$ cat src/rtl/dma_cc_pkg.sv
package dma_cc_pkg;
  localparam int BIT_EN   = 0;
  localparam int BIT_STG  = 1;
  localparam int BIT_KILL = 2;
  localparam int BIT_MODE = 3;
  localparam int BIT_FLAG = 7;

  typedef struct packed {
    logic flag;
    logic mode;
    logic en;
  } chan_state_t;

  function automatic logic [7:0] pack_status(chan_state_t s);
    logic [7:0] b;
    b           = 8'h00;
    b[BIT_FLAG] = s.flag;
    b[BIT_MODE] = s.mode;
    b[BIT_EN]   = s.en;
    return b;
  endfunction
endpackage

$ cat src/rtl/dma_cc_decode.sv
module dma_cc_decode #(
  parameter int NUM_CH = 4,
  parameter int ADDR_W = 3
) (
  input  logic [ADDR_W-1:0] addr,
  input  logic              wr,
  input  logic              rd,
  output logic [NUM_CH-1:0] sel,
  output logic [NUM_CH-1:0] wr_hit,
  output logic [NUM_CH-1:0] rd_hit
);
  localparam int IDX_W = ADDR_W - 1;

  for (genvar i = 0; i < NUM_CH; i++) begin : g_dec
    // even offsets only; odd addresses select nothing
    assign sel[i]    = (addr[0] == 1'b0) && (addr[ADDR_W-1:1] == IDX_W'(i));
    assign wr_hit[i] = sel[i] & wr;
    assign rd_hit[i] = sel[i] & rd;
  end
endmodule

$ cat src/rtl/dma_cc_rdmux.sv
module dma_cc_rdmux #(
  parameter int NUM_CH = 4,
  parameter int DATA_W = 8
) (
  input  logic [NUM_CH-1:0]             sel,
  input  logic [NUM_CH-1:0][DATA_W-1:0] status,
  output logic [DATA_W-1:0]             rdata
);
  always_comb begin
    rdata = '0;
    for (int i = 0; i < NUM_CH; i++) begin
      rdata = rdata | ({DATA_W{sel[i]}} & status[i]);
    end
  end
endmodule

$ cat src/rtl/dma_cc_chan.sv
module dma_cc_chan
  import dma_cc_pkg::*;
(
  input  logic       clk,
  input  logic       rst_n,
  input  logic       wr_hit,
  input  logic       rd_hit,
  input  logic [3:0] wbits,
  input  logic       hw_req,
  input  logic       tc_in,
  input  logic       nmi,
  output logic [7:0] status,
  output logic       start_o,
  output logic       abort_o,
  output logic       en_o
);
  logic flag_q, flag_d;
  logic mode_q, mode_d;
  logic en_q, en_d;
  logic busy_q, busy_d;
  logic start_q, abort_q;
  logic stg_wr, kill, sw_ok, hw_ok, accept;

  assign stg_wr = wr_hit & wbits[BIT_STG];
  assign kill   = nmi | (wr_hit & wbits[BIT_KILL]);
  assign sw_ok  = stg_wr & en_q & wbits[BIT_EN] & ~flag_q & ~kill;
  assign hw_ok  = hw_req & en_q & (~flag_q | mode_q) & ~kill;
  assign accept = sw_ok | hw_ok;

  always_comb begin
    mode_d = wr_hit ? wbits[BIT_MODE] : mode_q;
    en_d   = wr_hit ? wbits[BIT_EN]   : en_q;
    if (tc_in && !mode_q) en_d = 1'b0;
    if (kill)             en_d = 1'b0;

    flag_d = flag_q;
    if (rd_hit) flag_d = 1'b0;
    if (tc_in)  flag_d = 1'b1;

    busy_d = busy_q;
    if (tc_in)  busy_d = 1'b0;
    if (accept) busy_d = 1'b1;
    if (kill)   busy_d = 1'b0;
  end

  always_ff @(posedge clk or negedge rst_n) begin
    if (!rst_n) begin
      flag_q  <= 1'b0;
      mode_q  <= 1'b0;
      en_q    <= 1'b0;
      busy_q  <= 1'b0;
      start_q <= 1'b0;
      abort_q <= 1'b0;
    end else begin
      flag_q  <= flag_d;
      mode_q  <= mode_d;
      en_q    <= en_d;
      busy_q  <= busy_d;
      start_q <= accept;
      abort_q <= kill & busy_q;
    end
  end

  chan_state_t st;
  assign st      = '{flag: flag_q, mode: mode_q, en: en_q};
  assign status  = pack_status(st);
  assign start_o = start_q;
  assign abort_o = abort_q;
  assign en_o    = en_q;

  p_flag_set_r3: assert property (@(posedge clk) disable iff (!rst_n)
    tc_in |=> flag_q);
  p_flag_clear_r3: assert property (@(posedge clk) disable iff (!rst_n)
    rd_hit && !tc_in |=> !flag_q);
  p_keep_en_r4: assert property (@(posedge clk) disable iff (!rst_n)
    tc_in && mode_q && en_q && !kill && !wr_hit |=> en_q);
  p_drop_en_r5: assert property (@(posedge clk) disable iff (!rst_n)
    tc_in && !mode_q |=> !en_q);
  p_start_busy_r6: assert property (@(posedge clk) disable iff (!rst_n)
    start_o |-> busy_q);
  p_sw_block_r7: assert property (@(posedge clk) disable iff (!rst_n)
    stg_wr && flag_q && !hw_req |=> !start_o);
  p_kill_r8: assert property (@(posedge clk) disable iff (!rst_n)
    wr_hit && wbits[BIT_KILL] |=> !en_q && !busy_q);
  p_nmi_r9: assert property (@(posedge clk) disable iff (!rst_n)
    nmi |=> !en_q && !start_o);
  p_abort_pulse_r10: assert property (@(posedge clk) disable iff (!rst_n)
    abort_o |=> !abort_o);
endmodule

$ cat src/rtl/dma_chan_ctrl.sv
module dma_chan_ctrl #(
  parameter int NUM_CH = 4,
  parameter int ADDR_W = 3,
  parameter int DATA_W = 8
) (
  input  logic              clk,
  input  logic              rst_n,
  input  logic [ADDR_W-1:0] bus_addr,
  input  logic              bus_wr,
  input  logic              bus_rd,
  input  logic [DATA_W-1:0] bus_wdata,
  output logic [DATA_W-1:0] bus_rdata,
  input  logic [NUM_CH-1:0] hw_req,
  input  logic [NUM_CH-1:0] tc_in,
  input  logic              nmi_in,
  output logic [NUM_CH-1:0] start_o,
  output logic [NUM_CH-1:0] abort_o,
  output logic [NUM_CH-1:0] enable_o
);
  localparam int CMD_W = 4;

  logic rst_s1_q, rst_s2_q;
  always_ff @(posedge clk or negedge rst_n) begin
    if (!rst_n) begin
      rst_s1_q <= 1'b0;
      rst_s2_q <= 1'b0;
    end else begin
      rst_s1_q <= 1'b1;
      rst_s2_q <= rst_s1_q;
    end
  end

  logic [NUM_CH-1:0]             sel, wr_hit, rd_hit;
  logic [NUM_CH-1:0][DATA_W-1:0] status;
  logic                          unused_wdata_hi;

  assign unused_wdata_hi = ^bus_wdata[DATA_W-1:CMD_W];

  dma_cc_decode #(.NUM_CH(NUM_CH), .ADDR_W(ADDR_W)) u_dec (
    .addr(bus_addr), .wr(bus_wr), .rd(bus_rd),
    .sel(sel), .wr_hit(wr_hit), .rd_hit(rd_hit)
  );

  for (genvar i = 0; i < NUM_CH; i++) begin : g_ch
    dma_cc_chan u_ch (
      .clk    (clk),
      .rst_n  (rst_s2_q),
      .wr_hit (wr_hit[i]),
      .rd_hit (rd_hit[i]),
      .wbits  (bus_wdata[CMD_W-1:0]),
      .hw_req (hw_req[i]),
      .tc_in  (tc_in[i]),
      .nmi    (nmi_in),
      .status (status[i]),
      .start_o(start_o[i]),
      .abort_o(abort_o[i]),
      .en_o   (enable_o[i])
    );
  end

  dma_cc_rdmux #(.NUM_CH(NUM_CH), .DATA_W(DATA_W)) u_rd (
    .sel(sel), .status(status), .rdata(bus_rdata)
  );
endmodule

$ cat config.mk
export PLATFORM = sky130hd
export DESIGN_NAME = dma_chan_ctrl
export DESIGN_NICKNAME = d
export VERILOG_FILES = /design/src/rtl/dma_cc_pkg.sv /design/src/rtl/dma_cc_decode.sv /design/src/rtl/dma_cc_rdmux.sv /design/src/rtl/dma_cc_chan.sv /design/src/rtl/dma_chan_ctrl.sv
export SDC_FILE = /design/constraint.sdc
export NUM_CORES = 1
export LEC_CHECK = 0
export ABC_CLOCK_PERIOD_IN_PS = 1750
export BUFFER_PORTS_ARGS = -buffer_cell sky130_fd_sc_hd__buf_2
export CORE_UTILIZATION = 40
export CTS_CLUSTER_SIZE = 40
export DETAILED_ROUTE_END_ITERATION = 8
export MAX_ROUTING_LAYER = met4
export PLACE_DENSITY = 0.73
export REMOVE_ABC_BUFFERS = 1
export SYNTH_ARGS = -nofsm -noshare
export SYNTH_HDL_FRONTEND = slang
export SYNTH_SLANG_ARGS = --single-unit
$ cat constraint.sdc
create_clock -name clk -period 1.75 [get_ports clk]
set_input_delay 0.0875 -clock clk [delete_from_list [all_inputs] [get_ports clk]]
set_output_delay 0.0875 -clock clk [all_outputs]
set_load 0.01 [all_outputs]
==> impl_metrics.ini <==
[run]
max_cap_viol_count = 0

[floorplan]
die_y_um = 61.2
start_util_pct = 42.0
row_count = 21
core_um2 = 3340
dieArea_um2 = 3740
design.portCount = 44
die_w_um = 61.2

[power]
totalPowerFinal_w = 0.00111
clockPowerShare_pct = 25.8
power_frac_seq_pct = 59.0
static-leakage-power_nw = 0.788
pwr_density_cell_nw_per_um2 = 698
switching_share_pct = 24.5
internal_power_w = 0.000842
ir_drop_v = 0.000215
combPwrFrac_pct = 15.2
power.switching_w = 0.000273

[setup_path]
crit_required_ps = 1660
end_kind = output port
crit_type = reg -> out
worst_setup_path_start_kind = flop
cp_max_fo = 5
cp.arrival_ps = 1590
rr_startpoint = g_ch[3].u_ch.flag_q$_DFFE_PN0P_
critPathLaunch = g_ch[3].u_ch.en_o$_DFFE_PN0P_

[sta]
hold_ws_ps = 66.4
period_needed_ps = 1680
hold_violations = 0
drv_slew = 0
tns_ps = 0
period_share_pct = 96.1
rsz0062_at_grt = no
fmax_ghz = 0.595
setup_viol = 0
fin_skew_ps = 1.16
setup_slack_ps = 68.8

[status]
status = complete, no violations

[global_routing]
gr-usage-all-layers_pct = 16.0
grt_pass1_wl_mm = 4.11
grt_pass1_vias = 905
gr-total-overflow = 0
grt_max_degree = 25
antenna_found_initial = 0

[clocking]
cts_buffers = 3
clkTransAtPathRegs_ps = 120
worstSkewPairLatency_ps = 310
h-tree-depth = 1
cts_setup_buffers = 0
cts_tree = built
cts_buffer_depth = 2
cts_resized = 0
clockRootBuffer = clkbuf_4
cts_num_sinks = 26

[detailed_routing]
ant_nets = 0
drt-total-wl_mm = 2.66
vias = 968
wl_per_cell_um = 13.7
via_per_inst = 4.96
first_pass_iters = 4
drc = 0
first_iter_violations = 39

[placed_design]
dp_slack_ps = 405
hpwl_mm = 2.09
gp_congestion = 0.855
io_buffers = 34

[layout]
num_antenna_cells = 0
nets = 174
area_delta_synth_final_pct = 14.0
drive_above_1_share_pct = 39.6

[synthesis]
syn_avg_cell_area_um2 = 11.7
syn_inst = 120
synth_cell_type_count = 29
synth_edf_count = 0
synth_top_area_share_pct = 46.4
synth_warnings = 0
synthFlopType = dfrtp_1
async_flop_share_pct = 100
ys_seq_area_share_pct = 46.4
yosysTopAreaCell = dfrtp_1
syn_area_um2 = 1400
ys_seq_elements = 26
yosys-top-cells-area = dfrtp_1, buf_4, mux4_2, a21o_1, mux2_2

[hold_path]
hold_path_class = in -> async
## sequential cells by signal, summed over array words and instances (netlist names)
register / flops
g_ch.u_ch.abort_o: 4
g_ch.u_ch.busy_q: 4
g_ch.u_ch.en_o: 4
g_ch.u_ch.flag_q: 4
g_ch.u_ch.mode_q: 4
g_ch.u_ch.start_o: 4
rst_s1_q: 1
rst_s2_q: 1
## per-stage QoR
stage | cell area [um2] | cells | util, %
final | 1600 | 195 | 47.9
after floorplan | 1280 | 105 | -
after CTS | 1600 | 195 | 47.9
after detailed placement | 1510 | 186 | 45.3
after global placement | 1510 | 186 | 45.3
after global routing | 1600 | 195 | 47.9
## cell families after synthesis
kind of cell	after synthesis	share of synthesized area, %
and+or+nand+nor	38	20.9
DFF	26	46.4
buffers and inverters	23	11.1
AOI/OAI and AO/OA	20	10.2
muxes	11	10.9
other	2	0.536
## critical path, cell delays in order, from the launching register on
cell,delay (ps)
dfrtp_1,460
mux4_2,490
and2b_2,200
buf_2,130
## placed cells by master, fill, tap and decap left out, types with 2 or more instances in the layout
| master | instances |
|---|---|
| mux4_2 | 3 |
| mux2_2 | 4 |
| nand2b_1 | 4 |
| dlygate4sd3_1 | 5 |
| and2b_2 | 4 |
| nand2_1 | 4 |
| mux2i_1 | 4 |
| and2_1 | 4 |
| a21oi_1 | 4 |
| inv_1 | 4 |
| nor2b_1 | 6 |
| a21o_1 | 7 |
| conb_1 | 6 |
| dfrtp_1 | 26 |
| nor3_1 | 4 |
| nand4_1 | 3 |
| a31oi_1 | 3 |
| buf_2 | 34 |
| and4bb_2 | 2 |
| o211ai_1 | 4 |
| clkbuf_4 | 3 |
## power by group through the flow
stage | sequential (W) | clock [W] | combinational [W]
finish | 0.000658 | 0.000287 | 0.000169
global route | 0.000662 | 0.000324 | 0.000187
CTS | 0.000658 | 0.000305 | 0.000171
detailed placement | 0.000670 | 0 | 0.000162
global placement | 0.000667 | 0 | 0.000156
floorplan | 0.000667 | 0 | 0.0000876
## area by class of cell
cell class	instances	area, um2
flip-flops and latches	26	651
well taps	46	57.6
clock buffers	4	36.3
multi-input cells	75	611
repair buffers	40	228
fillers	309	1740
inverters	4	15.0
## path summary, 6_finish.rpt
kind	cells past startpoint	end	slack (ps)
max in group asynchronous	1	g_ch[1].u_ch.busy_q$_DFFE_PN0P_	1300
hold reg to reg	1	g_ch[3].u_ch.start_o$_DFF_PN0_	220
hold / removal	2	rst_s1_q$_DFF_PN0_	70
min in group clk	2	g_ch[3].u_ch.mode_q$_DFFE_PN0N_	70
setup / recovery	3	bus_rdata[0]	70
setup reg to reg	2	g_ch[3].u_ch.busy_q$_DFFE_PN0P_	500
## routing by layer
layer / up-vias / share of wire [%] / wire [um] / global-route usage [%]
met5: - / 0 / 0 / -
met4: 0 / 2.1 / 55 / 8.77
met3: 6 / 4.0 / 107 / 1.89
met2: 32 / 49 / 1300 / 25.3
met1: 467 / 45 / 1200 / 20.0
li1: 463 / - / - / -
## cells in the mapped netlist (4+ instances only)
cell type,count
a21o_1,7
a21oi_1,4
and2_1,4
and2b_2,4
buf_4,18
dfrtp_1,26
inv_1,4
mux2_2,4
mux2i_1,4
nand2_1,4
nand2b_1,4
nor2b_1,6
nor3_1,4
o211ai_1,4
## what timing repair did
| action | 4_1_cts | 5_1_grt |
|---|---|---|
| setup endpoints to repair | 0 | 0 |
| endpoints found under the hold margin | 6 | 0 |
| hold buffers | 5 | 0 |
Note: power is estimated with default switching activity, not from simulation.
